File: config.mk
export PLATFORM = sky130hd
export DESIGN_NAME = video_presence_switch
export DESIGN_NICKNAME = d
export VERILOG_FILES = /design/src/rtl/vpm_pkg.sv /design/src/rtl/vpm_window_meter.sv /design/src/rtl/vpm_presence_fsm.sv /design/src/rtl/vpm_splash_gen.sv /design/src/rtl/video_presence_switch.sv
export SDC_FILE = /design/constraint.sdc
export NUM_CORES = 1
export LEC_CHECK = 0
export ABC_AREA = 0
export ABC_CLOCK_PERIOD_IN_PS = 6400
export BUFFER_PORTS_ARGS = -buffer_cell sky130_fd_sc_hd__buf_2
export CORE_AREA = 2 2 103 105
export DETAILED_ROUTE_END_ITERATION = 10
export DIE_AREA = 0 0 105 107
export GPL_TIMING_DRIVEN = 0
export SLEW_MARGIN = 20
export SYNTH_ARGS = -nofsm -noshare
export SYNTH_HDL_FRONTEND = slang
export SYNTH_SLANG_ARGS = --single-unit
File: constraint.sdc
create_clock -name clk -period 6.4 [get_ports clk]
set_clock_uncertainty 0.15 [all_clocks]
set_input_delay 0 -clock clk [delete_from_list [all_inputs] [get_ports clk]]
set_output_delay 0 -clock clk [all_outputs]
set_load 0.02 [all_outputs]
File: src/rtl/vpm_pkg.sv
package vpm_pkg;

    localparam int PIX_W = 16;

    typedef enum logic [1:0] {
        PRES_ABSENT  = 2'd0,
        PRES_ARMED   = 2'd1,
        PRES_PRESENT = 2'd2
    } pres_state_t;

    typedef enum logic {
        MUX_SPLASH = 1'b0,
        MUX_VIDEO  = 1'b1
    } mux_state_t;

    // RGB565 colour of one of eight bars: each index bit fills one channel.
    function automatic logic [PIX_W-1:0] bar_colour(input logic [2:0] idx);
        return {{5{idx[2]}}, {6{idx[1]}}, {5{idx[0]}}};
    endfunction

endpackage

File: src/rtl/vpm_window_meter.sv
module vpm_window_meter #(
    parameter int WIN_LEN = 65536,
    parameter int CNT_W   = 16
) (
    input  logic             clk,
    input  logic             rst_n,
    input  logic             fifo_empty,
    output logic [CNT_W-1:0] rate_est,
    output logic             rate_valid
);
    localparam int WIN_W = (WIN_LEN > 1) ? $clog2(WIN_LEN) : 1;
    localparam logic [WIN_W-1:0] WIN_LAST = WIN_W'(WIN_LEN - 1);
    localparam logic [CNT_W-1:0] CNT_MAX  = '1;

    logic [WIN_W-1:0] win_cnt;
    logic [CNT_W-1:0] acc;
    logic [CNT_W-1:0] acc_inc;
    logic             win_last;

    assign win_last = (win_cnt == WIN_LAST);
    assign acc_inc  = (fifo_empty || acc == CNT_MAX) ? acc : acc + 1'b1;

    always_ff @(posedge clk or negedge rst_n) begin
        if (!rst_n) begin
            win_cnt    <= '0;
            acc        <= '0;
            rate_est   <= '0;
            rate_valid <= 1'b0;
        end else begin
            rate_valid <= win_last;
            if (win_last) begin
                win_cnt  <= '0;
                acc      <= '0;
                rate_est <= acc_inc;
            end else begin
                win_cnt  <= win_cnt + 1'b1;
                acc      <= acc_inc;
            end
        end
    end

endmodule

File: src/rtl/vpm_presence_fsm.sv
module vpm_presence_fsm
    import vpm_pkg::*;
#(
    parameter int CNT_W    = 16,
    parameter int RST_HOLD = 4
) (
    input  logic             clk,
    input  logic             rst_n,
    input  logic             rate_valid,
    input  logic [CNT_W-1:0] rate_est,
    input  logic [CNT_W-1:0] thresh,
    output logic             video_present,
    output logic             fifo_rst
);
    localparam int HOLD_W = $clog2(RST_HOLD + 1);
    localparam logic [HOLD_W-1:0] HOLD_LOAD = HOLD_W'(RST_HOLD);

    pres_state_t      state, state_nx;
    logic             above;
    logic             enter_present;
    logic [HOLD_W-1:0] hold_cnt;

    // State register
    always_ff @(posedge clk or negedge rst_n) begin
        if (!rst_n) state <= PRES_ABSENT;
        else        state <= state_nx;
    end

    // Next state: evaluated only when a window closes
    always_comb begin
        above    = (rate_est >= thresh);
        state_nx = state;
        if (rate_valid) begin
            unique case (state)
                PRES_ABSENT:  if (above) state_nx = PRES_ARMED;
                PRES_ARMED:   state_nx = above ? PRES_PRESENT : PRES_ABSENT;
                PRES_PRESENT: if (!above) state_nx = PRES_ABSENT;
                default:      state_nx = PRES_ABSENT;
            endcase
        end
    end

    assign enter_present = (state == PRES_ARMED) && (state_nx == PRES_PRESENT);

    // Outputs: FIFO reset stretch counter
    always_ff @(posedge clk or negedge rst_n) begin
        if (!rst_n)                hold_cnt <= '0;
        else if (enter_present)    hold_cnt <= HOLD_LOAD;
        else if (hold_cnt != '0)   hold_cnt <= hold_cnt - 1'b1;
    end

    assign fifo_rst      = (hold_cnt != '0);
    assign video_present = (state == PRES_PRESENT);

endmodule

File: src/rtl/vpm_splash_gen.sv
module vpm_splash_gen
    import vpm_pkg::*;
#(
    parameter int H_PIX     = 800,
    parameter int V_LINES   = 525,
    parameter int BAR_SHIFT = 7
) (
    input  logic             clk,
    input  logic             rst_n,
    output logic [PIX_W-1:0] splash_pix,
    output logic             frame_last
);
    localparam int H_W = (H_PIX > 1) ? $clog2(H_PIX) : 1;
    localparam int V_W = (V_LINES > 1) ? $clog2(V_LINES) : 1;
    localparam logic [H_W-1:0] H_LAST = H_W'(H_PIX - 1);
    localparam logic [V_W-1:0] V_LAST = V_W'(V_LINES - 1);

    logic [H_W-1:0] col;
    logic [V_W-1:0] row;
    logic           line_last;
    logic [31:0]    bar_num;

    assign line_last  = (col == H_LAST);
    assign frame_last = line_last && (row == V_LAST);

    always_ff @(posedge clk or negedge rst_n) begin
        if (!rst_n) begin
            col <= '0;
            row <= '0;
        end else if (line_last) begin
            col <= '0;
            row <= (row == V_LAST) ? '0 : row + 1'b1;
        end else begin
            col <= col + 1'b1;
        end
    end

    assign bar_num    = 32'(col) >> BAR_SHIFT;
    assign splash_pix = bar_colour(bar_num[2:0]);

endmodule

File: src/rtl/video_presence_switch.sv
module video_presence_switch
    import vpm_pkg::*;
#(
    parameter int WIN_LEN   = 65536,
    parameter int CNT_W     = 16,
    parameter int RST_HOLD  = 4,
    parameter int H_PIX     = 800,
    parameter int V_LINES   = 525,
    parameter int BAR_SHIFT = 7
) (
    input  logic             clk,
    input  logic             rst_n,
    input  logic             fifo_empty,
    input  logic [15:0]      fifo_data,
    input  logic [CNT_W-1:0] thresh,
    output logic             fifo_rst,
    output logic             video_present,
    output logic [CNT_W-1:0] rate_est,
    output logic             rate_valid,
    output logic [15:0]      out_pix,
    output logic             out_valid,
    output logic             out_is_video
);
    logic [PIX_W-1:0] splash_pix;
    logic             frame_last;
    mux_state_t       mux_st, mux_nx;

    vpm_window_meter #(.WIN_LEN(WIN_LEN), .CNT_W(CNT_W)) u_meter (
        .clk        (clk),
        .rst_n      (rst_n),
        .fifo_empty (fifo_empty),
        .rate_est   (rate_est),
        .rate_valid (rate_valid)
    );

    vpm_presence_fsm #(.CNT_W(CNT_W), .RST_HOLD(RST_HOLD)) u_presence (
        .clk           (clk),
        .rst_n         (rst_n),
        .rate_valid    (rate_valid),
        .rate_est      (rate_est),
        .thresh        (thresh),
        .video_present (video_present),
        .fifo_rst      (fifo_rst)
    );

    vpm_splash_gen #(.H_PIX(H_PIX), .V_LINES(V_LINES), .BAR_SHIFT(BAR_SHIFT)) u_splash (
        .clk        (clk),
        .rst_n      (rst_n),
        .splash_pix (splash_pix),
        .frame_last (frame_last)
    );

    // Output selector state register
    always_ff @(posedge clk or negedge rst_n) begin
        if (!rst_n) mux_st <= MUX_SPLASH;
        else        mux_st <= mux_nx;
    end

    // Transitions only on the last splash pixel of a frame
    always_comb begin
        mux_nx = mux_st;
        unique case (mux_st)
            MUX_SPLASH: if (frame_last && video_present)  mux_nx = MUX_VIDEO;
            MUX_VIDEO:  if (frame_last && !video_present) mux_nx = MUX_SPLASH;
            default:    mux_nx = MUX_SPLASH;
        endcase
    end

    // Registered outputs
    always_ff @(posedge clk or negedge rst_n) begin
        if (!rst_n) begin
            out_pix      <= '0;
            out_valid    <= 1'b0;
            out_is_video <= 1'b0;
        end else begin
            unique case (mux_st)
                MUX_VIDEO: begin
                    out_pix      <= fifo_data;
                    out_valid    <= !fifo_empty;
                    out_is_video <= 1'b1;
                end
                default: begin
                    out_pix      <= splash_pix;
                    out_valid    <= 1'b1;
                    out_is_video <= 1'b0;
                end
            endcase
        end
    end

endmodule

== Word-level counts from Yosys, hierarchy flattened ==
Index checks and enable logic that the tools add are counted.
Widths: inputs -> output; s select.

* Bits in registers: 93
* Bits of input ports: 35
* Logic and storage cells: 54

* Add/sub/neg operators: 5
* Magnitude comparators: 1
* Equality and inequality tests: 7
* Muxes and demuxes: 18
* Bitwise gates (word level): 1
* Reduce and logical (&&, ||, !) cells: 10

{| class="wikitable"
|+ Operator list
! cell !! number
|-
| $mux 16 || 4
|-
| $add 16x1->16 const B || 2
|-
| $eq 16x16->1 const B || 2
|-
| $add 10x1->10 const B || 2
|-
| $eq 10x10->1 const B || 2
|-
| $mux 10 || 2
|-
| $ge 16x16->1 || 1
|-
| $mux 2 || 4
|-
| $mux 3 || 2
|-
| $pmux 2 s3 || 1
|-
| $eq 2x2->1 const B || 2
|-
| $logic_and 1x1->1 || 4
|-
| $mux 1 || 4
|-
| $reduce_bool 3->1 || 1
|-
| $sub 3x1->3 const B || 1
|-
| $eq 2x1->1 const B || 1
|-
| $logic_not 1->1 || 2
|-
| $logic_not 2->1 || 1
|-
| $pmux 1 s2 || 1
|-
| $reduce_bool 2->1 || 1
|-
| $logic_or 1x1->1 || 1
|-
| $not 1->1 || 1
|}

== Logic depth before layout (Yosys ltp) ==
Gate-level depths: netlist (run 1).

* Depth after elaboration: 7
* Mapped depth: 7

== By module ==
Synthesis (run 1) repeated with hierarchy kept, for this count alone.

* Cell total of the unflattened synthesis: 440
* Area, all modules: 4,748.3 µm²

{| class="wikitable"
|+ By module, submodules not included
! module !! instances !! cells each !! area an instance (µm²) !! seq. area each (µm²)
|-
| vpm_window_meter || 1 || 208 || 2,190.9 || 1,226.2
|-
| vpm_splash_gen || 1 || 111 || 1,144.8 || 500.5
|-
| video_presence_switch || 1 || 39 || 732.0 || 475.5
|-
| vpm_presence_fsm || 1 || 82 || 680.7 || 125.1
|}

== Worst setup path after synthesis (run 1) ==
OpenSTA, ideal clock, no wires.

* Path type: reg2reg
* Start: register u_meter.rate_est[15]
* End: register u_presence.state[1]
* Setup time: 0.067 ns
* Data arrival time: 2.170 ns
* Required time: 6.183 ns
* Slack: 4.013 ns
* Stages on the path, launching flop included: 7
* Cells stage by stage: dfrtp_1 -> ha_1 -> nand2_1 -> or3_1 -> or4_4 -> a311oi_2 -> a221o_1

* Word-level cells in the longest chain between the ends: 4
* Elaborated cells on any way between the ends: 6
* Classes of those cells: order compare (1); mux (5)

{| class="wikitable"
|+ RTL lines
! item !! RTL line !! RTL
|-
| from (decl) || vpm_window_meter.sv:8 || <nowiki>output logic [CNT_W-1:0] rate_est,</nowiki>
|-
| from (signal assigned) || vpm_window_meter.sv:34 || <nowiki>rate_est <= acc_inc;</nowiki>
|-
| $ge 16x16->1 * || vpm_presence_fsm.sv:31 || <nowiki>above = (rate_est >= thresh);</nowiki>
|-
| $mux 2, on equally long branches || vpm_presence_fsm.sv:37, vpm_presence_fsm.sv:35, vpm_presence_fsm.sv:36 ||
|-
| $pmux 2 s3 * || vpm_presence_fsm.sv:34 || <nowiki>unique case (state)</nowiki>
|-
| $mux 2 * || vpm_presence_fsm.sv:33 || <nowiki>if (rate_valid) begin</nowiki>
|-
| named net u_presence.state_nx[1] || vpm_presence_fsm.sv:18 || <nowiki>pres_state_t state, state_nx;</nowiki>
|-
| to (signal assigned) || vpm_presence_fsm.sv:26 || <nowiki>else state <= state_nx;</nowiki>
|-
| to (decl) || vpm_presence_fsm.sv:18 ||
|}

The timed path passes the listed nets; every way through them passes the cells marked *.
A chain may end at the register's enable or synchronous reset.

== Worst setup path after layout (run 1) ==
Ends and elaborated chain as after synthesis.

==> flow_metrics.py, run 1 <==
metrics = {
    "clock_tree": {
        "clk_latency_ps": 350,
        "cts-buffers-inserted": 9,
        "ctsHoldBuffers": 19,
        "h-tree-depth": 3,
        "clk_pin_slew_ps": 100,
        "clockBufferDepth": 2,
        "ctsResizeCount": 0,
        "cts_tree": "built",
        "clock_sinks": 93,
        "cts_setup_buffers": 0,
        "cts_root_buffer": "clkbuf_8",
    },
    "synth": {
        "ys_ff_latch": 93,
        "netlist_area_sq_mm": 0.00443,
        "synth_edf_count": 0,
        "yosysUniqueCellTypes": 41,
        "async_flop_share_pct": 100,
        "synthesis.nets": 511,
        "yosys.cell_count.top_type": "dfrtp_1",
        "syn_area_per_cell_sq_um": 9.79,
        "synth_area_leaders": "dfrtp_1, nand2_1, ha_1",
        "yosysTopAreaCell": "dfrtp_1",
        "synth_top_area_share_pct": 52.5,
        "yosys_warnings": 0,
        "synth_seq_area_share_pct": 52.5,
        "synthTopCellsByCount": "dfrtp_1, nand2_1, nor2_1",
        "synthFlopType": "dfrtp_1",
        "synthCells": 453,
    },
    "worst_setup_path": {
        "cp_num_cells": 6,
        "regToRegEndpoint": "u_presence.state[1]",
        "slowest_stage": "or4_4",
        "critPathMaxFanout": 3,
        "end_kind": "flop",
        "worst_setup_path_start_kind": "flop",
        "critical_path.max_stage_delay_ps": 580,
        "path_cells": "ha_1 -> nand2_1 -> or3_1 -> or4_4 -> a311oi_2 -> a221o_1",
        "path_class": "flop to flop",
        "r2r-start": "u_meter.rate_est[15]",
        "path_buf_inv": 0,
        "cp_data_arrival_time_ps": 2680,
        "worstSetupStartpoint": "u_meter.rate_est[15]",
        "endpoint": "u_presence.state[1]",
        "critical_path.top_delay_family": "simple AND/OR/NAND/NOR gates",
        "rrSetupSlack_ps": 3870,
        "critPathRequiredTime_ps": 6550,
        "reg2regPathDepth": 6,
    },
    "detailed_routing": {
        "wirelength_um": 9530,
        "ant_nets": 0,
        "drt_iter0_markers": 115,
        "post_drt_via_cell_ratio": 4.99,
        "num_vias": 3473,
        "drcViolationCount": 0,
        "wl_per_cell_um": 13.7,
        "firstDrtPassIters": 4,
    },
    "die": {
        "die_y_um": 107,
        "initial_core_util_pct": 43.9,
        "io_pins": 72,
        "fp.dieW_um": 105,
        "std_cell_rows": 37,
        "coreArea_sq_mm": 0.0101,
        "dieArea_sq_mm": 0.0112,
    },
    "power_and_ir_drop": {
        "p_per_area_mw_per_mm2": 220,
        "peakVddDrop_mv": 0.127,
        "p_leak_uw": 0.00271,
        "total_power_uw": 1180,
    },
    "timing": {
        "slew_headroom_pct": 48.4,
        "tightest_slew_ps": 771,
        "rsz0062_at_grt": "false",
        "period_needed_ps": 2530,
        "setup_viol": 0,
        "finalHoldViolCount": 0,
        "fmax_ghz": 0.395,
        "tns_ps": 0,
        "period_share_pct": 39.5,
        "slew_viol_final": 0,
    },
    "placed_design": {
        "dp_hpwl_um": 6830,
        "dp.cells": 661,
        "gp_congestion": 0.827,
        "portBuffers": 71,
    },
    "outcome": {
        "outcome": "complete, no violations",
    },
    "layout": {
        "drive_gt1_share_pct": 17.0,
        "fillers": 978,
        "stdcell_count": 696,
        "area_growth_pct": 21.1,
        "fin_nets": 613,
        "n_antenna_cell": 0,
    },
    "grt": {
        "gr-usage-all-layers_pct": 18.1,
        "first_global_vias": 3516,
        "overflow": 0,
        "grt_pass1_wl_um": 16300,
        "antenna_found_initial": 0,
        "grt_max_degree": 76,
    },
    "flow_run": {
        "maxCapViolations": 0,
    },
    "hold_path": {
        "hold_class": "input pin to asynchronous set/reset pin",
    },
}
-- metrics by stage --
step	hold WS (ps)	area [sq um]	util [%]	worst slack [ps]
4_1_cts	64.0	5370	53.2	3860
6_report	36.9	5370	53.2	3870
2_1_floorplan	-446	4430	-	4010
3_5_place_dp	-297	4990	49.5	3870
5_1_grt	88.5	5370	53.2	3760
3_3_place_gp	54.9	4960	49.1	3920
-- power breakdown --
group          leakage, uW  internal, uW  total (uW)  switching (uW)
registers          0.00115           620         652            32.3
logic              0.00146          71.4         157            85.5
clock network    0.0000945           157         370             213
-- cells in the final DEF, fill, tap and decap left out, drive strengths merged, types with 3 or more instances in the layout --
cell type	synthesis	layout
a211oi	3	3
a21oi	5	5
a31oi	4	4
and3	8	8
and4	10	10
buf	3	75
clkbuf	8	19
clkinv	0	3
dfrtp	93	93
dlygate4sd3	0	19
ha	23	23
inv	28	30
mux2i	5	5
nand2	78	78
nand2b	7	7
nand3	19	19
nand4	11	11
nor2	45	45
nor2b	4	4
nor3	7	7
nor4	3	3
o211ai	3	3
o21ai	30	30
or3	4	4
xnor2	15	15
xor2	19	19
-- logic make-up after synthesis --
group / after synthesis / share of synthesized area, %
and+or+nand+nor: 203 / 21.9
DFF: 93 / 52.5
AOI/OAI and AO/OA: 55 / 7.59
buffers and inverters: 39 / 3.39
xor gates and xnor gates: 34 / 6.72
adders and majority gates: 23 / 6.49
muxes: 6 / 1.38
-- tightest hold or removal path: cells and delay by family --
kind | cells | cell delay, ps
buffers and inverters | 3 | 960
-- metal layers --
metal	GRT usage, %	up-vias	part of all wire [%]	routed length (um)
li1	-	1744	-	-
met1	23.2	1654	47	4510
met2	31.0	60	48	4560
met3	3.04	15	2.9	276
met4	6.67	0	2.0	189
met5	0	-	0	0
-- layout make-up --
type	count	area (sq um)	area share [%]
well taps	136	170	3.17
plain buffers	11	45.0	0.839
clock inverters	5	43.8	0.816
multi-input cells	321	1960	36.4
flip-flops and latches	93	2330	43.4
clock buffers	11	141	2.63
inverters	28	105	1.96
repair buffers	91	579	10.8
-- sequential cells by signal, indices dropped and copies added, names as in the netlist, named ones only --
register / flops
u_presence.hold_cnt: 3
u_splash.col: 10
out_valid: 1
u_presence.state: 2
u_meter.win_cnt: 16
out_pix: 16
out_is_video: 1
u_meter.rate_est: 16
u_splash.row: 10
u_meter.acc: 16
u_meter.rate_valid: 1
-- worst min-delay path by stage --
| stage | start | endpoint | slack, ps |
|---|---|---|---|
| floorplan | rst_n | asynchronous set/reset pin | -450 |
| global placement | fifo_data[14] | out_pix[14] | 50 |
| detailed placement | rst_n | out_pix[8] | -300 |
| CTS | rst_n | u_splash.row[3] | 60 |
| global route | rst_n | out_pix[7] | 90 |
| finish | rst_n | out_pix[12] | 40 |
Power figures use the tool's default switching activity.
==> run 2, diff against run 1 <==
--- a/config.mk
+++ b/config.mk
@@ -6,7 +6,7 @@
 export NUM_CORES = 1
 export LEC_CHECK = 0
 export ABC_AREA = 0
-export ABC_CLOCK_PERIOD_IN_PS = 6400
+export ABC_CLOCK_PERIOD_IN_PS = 2600
 export BUFFER_PORTS_ARGS = -buffer_cell sky130_fd_sc_hd__buf_2
 export CORE_AREA = 2 2 103 105
 export DETAILED_ROUTE_END_ITERATION = 10
==> constraint.sdc (replaced) <==
create_clock -name clk -period 2.6 [get_ports clk]
set_clock_uncertainty 0.15 [all_clocks]
set_input_delay 0 -clock clk [delete_from_list [all_inputs] [get_ports clk]]
set_output_delay 0 -clock clk [all_outputs]
set_load 0.02 [all_outputs]
==> run 2 against run 1 <==
Cell count did not move. Critical path type unchanged. Clock power rose by 150%. Via count down 0.26%. Global-route usage did not move. Die area unchanged. Combinational power increased by 150%. Utilization rose by 0.24 points. Largest cell class unchanged. Count of clock-buffer cells in the layout stayed put. Sequential power up 150%. Critical endpoint unchanged.
==> flow_metrics.py, run 2 (synthesized netlist as in run 1, its figures left out) <==
metrics = {
    "timing": {
        "period_share_pct": 95.3,
        "slew_viol_final": 0,
        "rsz0062_at_grt": "false",
        "timing.final.ws_setup_ps": 121,
        "fmax_ghz": 0.403,
        "period_needed_ps": 2480,
        "setup_viol": 0,
        "tns_ps": 0,
        "slew_headroom_pct": 48.8,
        "tightest_slew_ps": 765,
        "finalHoldViolCount": 0,
    },
    "worst_setup_path": {
        "path_class": "flop to flop",
        "path_buf_inv": 0,
        "critPathRequiredTime_ps": 2750,
        "path_cells": "ha_1 -> nand2_1 -> or3_1 -> or4_4 -> a311oi_4 -> a221o_1",
        "slowest_stage": "or4_4",
        "rrSetupSlack_ps": 120,
        "worst_setup_path_start_kind": "flop",
        "critical_path.top_delay_family": "simple AND/OR/NAND/NOR gates",
        "critical_path.max_stage_delay_ps": 590,
        "critPathMaxFanout": 3,
        "cp_data_arrival_time_ps": 2630,
        "end_kind": "flop",
    },
    "layout": {
        "drive_gt1_share_pct": 17.3,
        "n_antenna_cell": 0,
        "final_common_cell": "dfrtp_1",
        "area_growth_pct": 21.6,
        "fin_nets": 613,
        "layout_common_cells": "dfrtp_1, nand2_1, buf_2",
    },
    "die": {
        "io_pins": 72,
        "dieArea_sq_mm": 0.0112,
        "std_cell_rows": 37,
        "coreArea_sq_mm": 0.0101,
        "die_y_um": 107,
        "initial_core_util_pct": 43.9,
        "fp.dieW_um": 105,
    },
    "detailed_routing": {
        "wirelength_um": 9560,
        "drcViolationCount": 0,
        "firstDrtPassIters": 4,
        "post_drt_via_cell_ratio": 4.98,
        "wl_per_cell_um": 13.7,
        "ant_nets": 0,
        "num_vias": 3464,
        "drt_iter0_markers": 121,
    },
    "hold_path": {
        "hold_class": "input pin to asynchronous set/reset pin",
    },
    "flow_run": {
        "maxCapViolations": 0,
    },
    "clock_tree": {
        "clockBufferDepth": 2,
        "h-tree-depth": 3,
        "cts_root_buffer": "clkbuf_8",
        "clk_pin_slew_ps": 100,
        "clock_sinks": 93,
        "clk_latency_ps": 360,
        "cts_tree": "built",
        "cts-buffers-inserted": 9,
    },
    "grt": {
        "grt_pass1_wl_um": 16300,
        "overflow": 0,
        "gr-usage-all-layers_pct": 18.1,
        "grt_max_degree": 76,
        "antenna_found_initial": 0,
        "first_global_vias": 3516,
    },
    "placed_design": {
        "dp_hpwl_um": 6830,
        "portBuffers": 71,
        "gp_congestion": 0.827,
        "place_ws_ps": 68.7,
    },
    "power_and_ir_drop": {
        "total_power_uw": 2900,
        "p_leak_uw": 0.00271,
        "peakVddDrop_mv": 0.310,
        "p_per_area_mw_per_mm2": 538,
    },
    "outcome": {
        "outcome": "complete, no violations",
    },
}
## run 2: cell counts in the layout (fill, tap and decap cells not counted)
Identical to the previous run, type by type.
## run 2: layout make-up
type / count / area, sq um
Clock buffer: 11 / 141
Tap cell: 136 / 170
Sequential cell: 93 / 2330
Clock inverter: 5 / 43.8
Inverter: 28 / 105
Multi-Input combinational cell: 321 / 1980
Timing Repair Buffer: 91 / 579
Fill cell: 978 / 4700
Buffer: 11 / 45.0
## run 2: worst paths after layout
check                                     start             endpoint  depth (start not counted)
max                        u_meter.rate_est[15]  u_presence.state[1]                          6
min                                       rst_n          out_pix[12]                          3
max reg2reg                u_meter.rate_est[15]  u_presence.state[1]                          6
min reg2reg                                flop         out_is_video                          0
max in group asynchronous                 rst_n           out_pix[4]                          3
min in group clk                     thresh[15]  u_presence.state[1]                          6
## run 2: per-layer routing
| layer | global-route usage (%) | part of all wire (%) | wire, um | up-vias |
|---|---|---|---|---|
| met3 | 3.04 | 2.8 | 269 | 13 |
| met1 | 23.2 | 47 | 4490 | 1652 |
| met2 | 31.0 | 48 | 4610 | 56 |
| li1 | - | - | - | 1743 |
| met4 | 6.67 | 1.9 | 183 | 0 |
| met5 | 0 | 0 | 0 | - |
## run 2: metrics by stage
stage	hold WS [ps]	utilization [%]	cells	cell area, sq um
after floorplan	-446	-	453	4430
after CTS	64.0	53.2	696	5370
after global routing	91.3	53.4	696	5390
final	26.5	53.4	696	5390
after global placement	54.9	49.1	660	4960
after detailed placement	-297	49.5	661	4990
## run 2: worst min-delay path, delay by kind of cell
kind / cells / cell delay, ps
buffers and inverters: 3 / 950
## run 2: timing repair
action	CTS	global route
resized for setup	0	4
setup buffers	0	0
hold buffers	19	0
hold endpoints to repair	110	0
endpoints found under the setup margin	0	8
## run 2: power by group
part,internal [uW],leakage [uW],switching (uW)
clock,387,0.0000945,522
combinational,177,0.00146,212
sequential,1530,0.00115,79.6
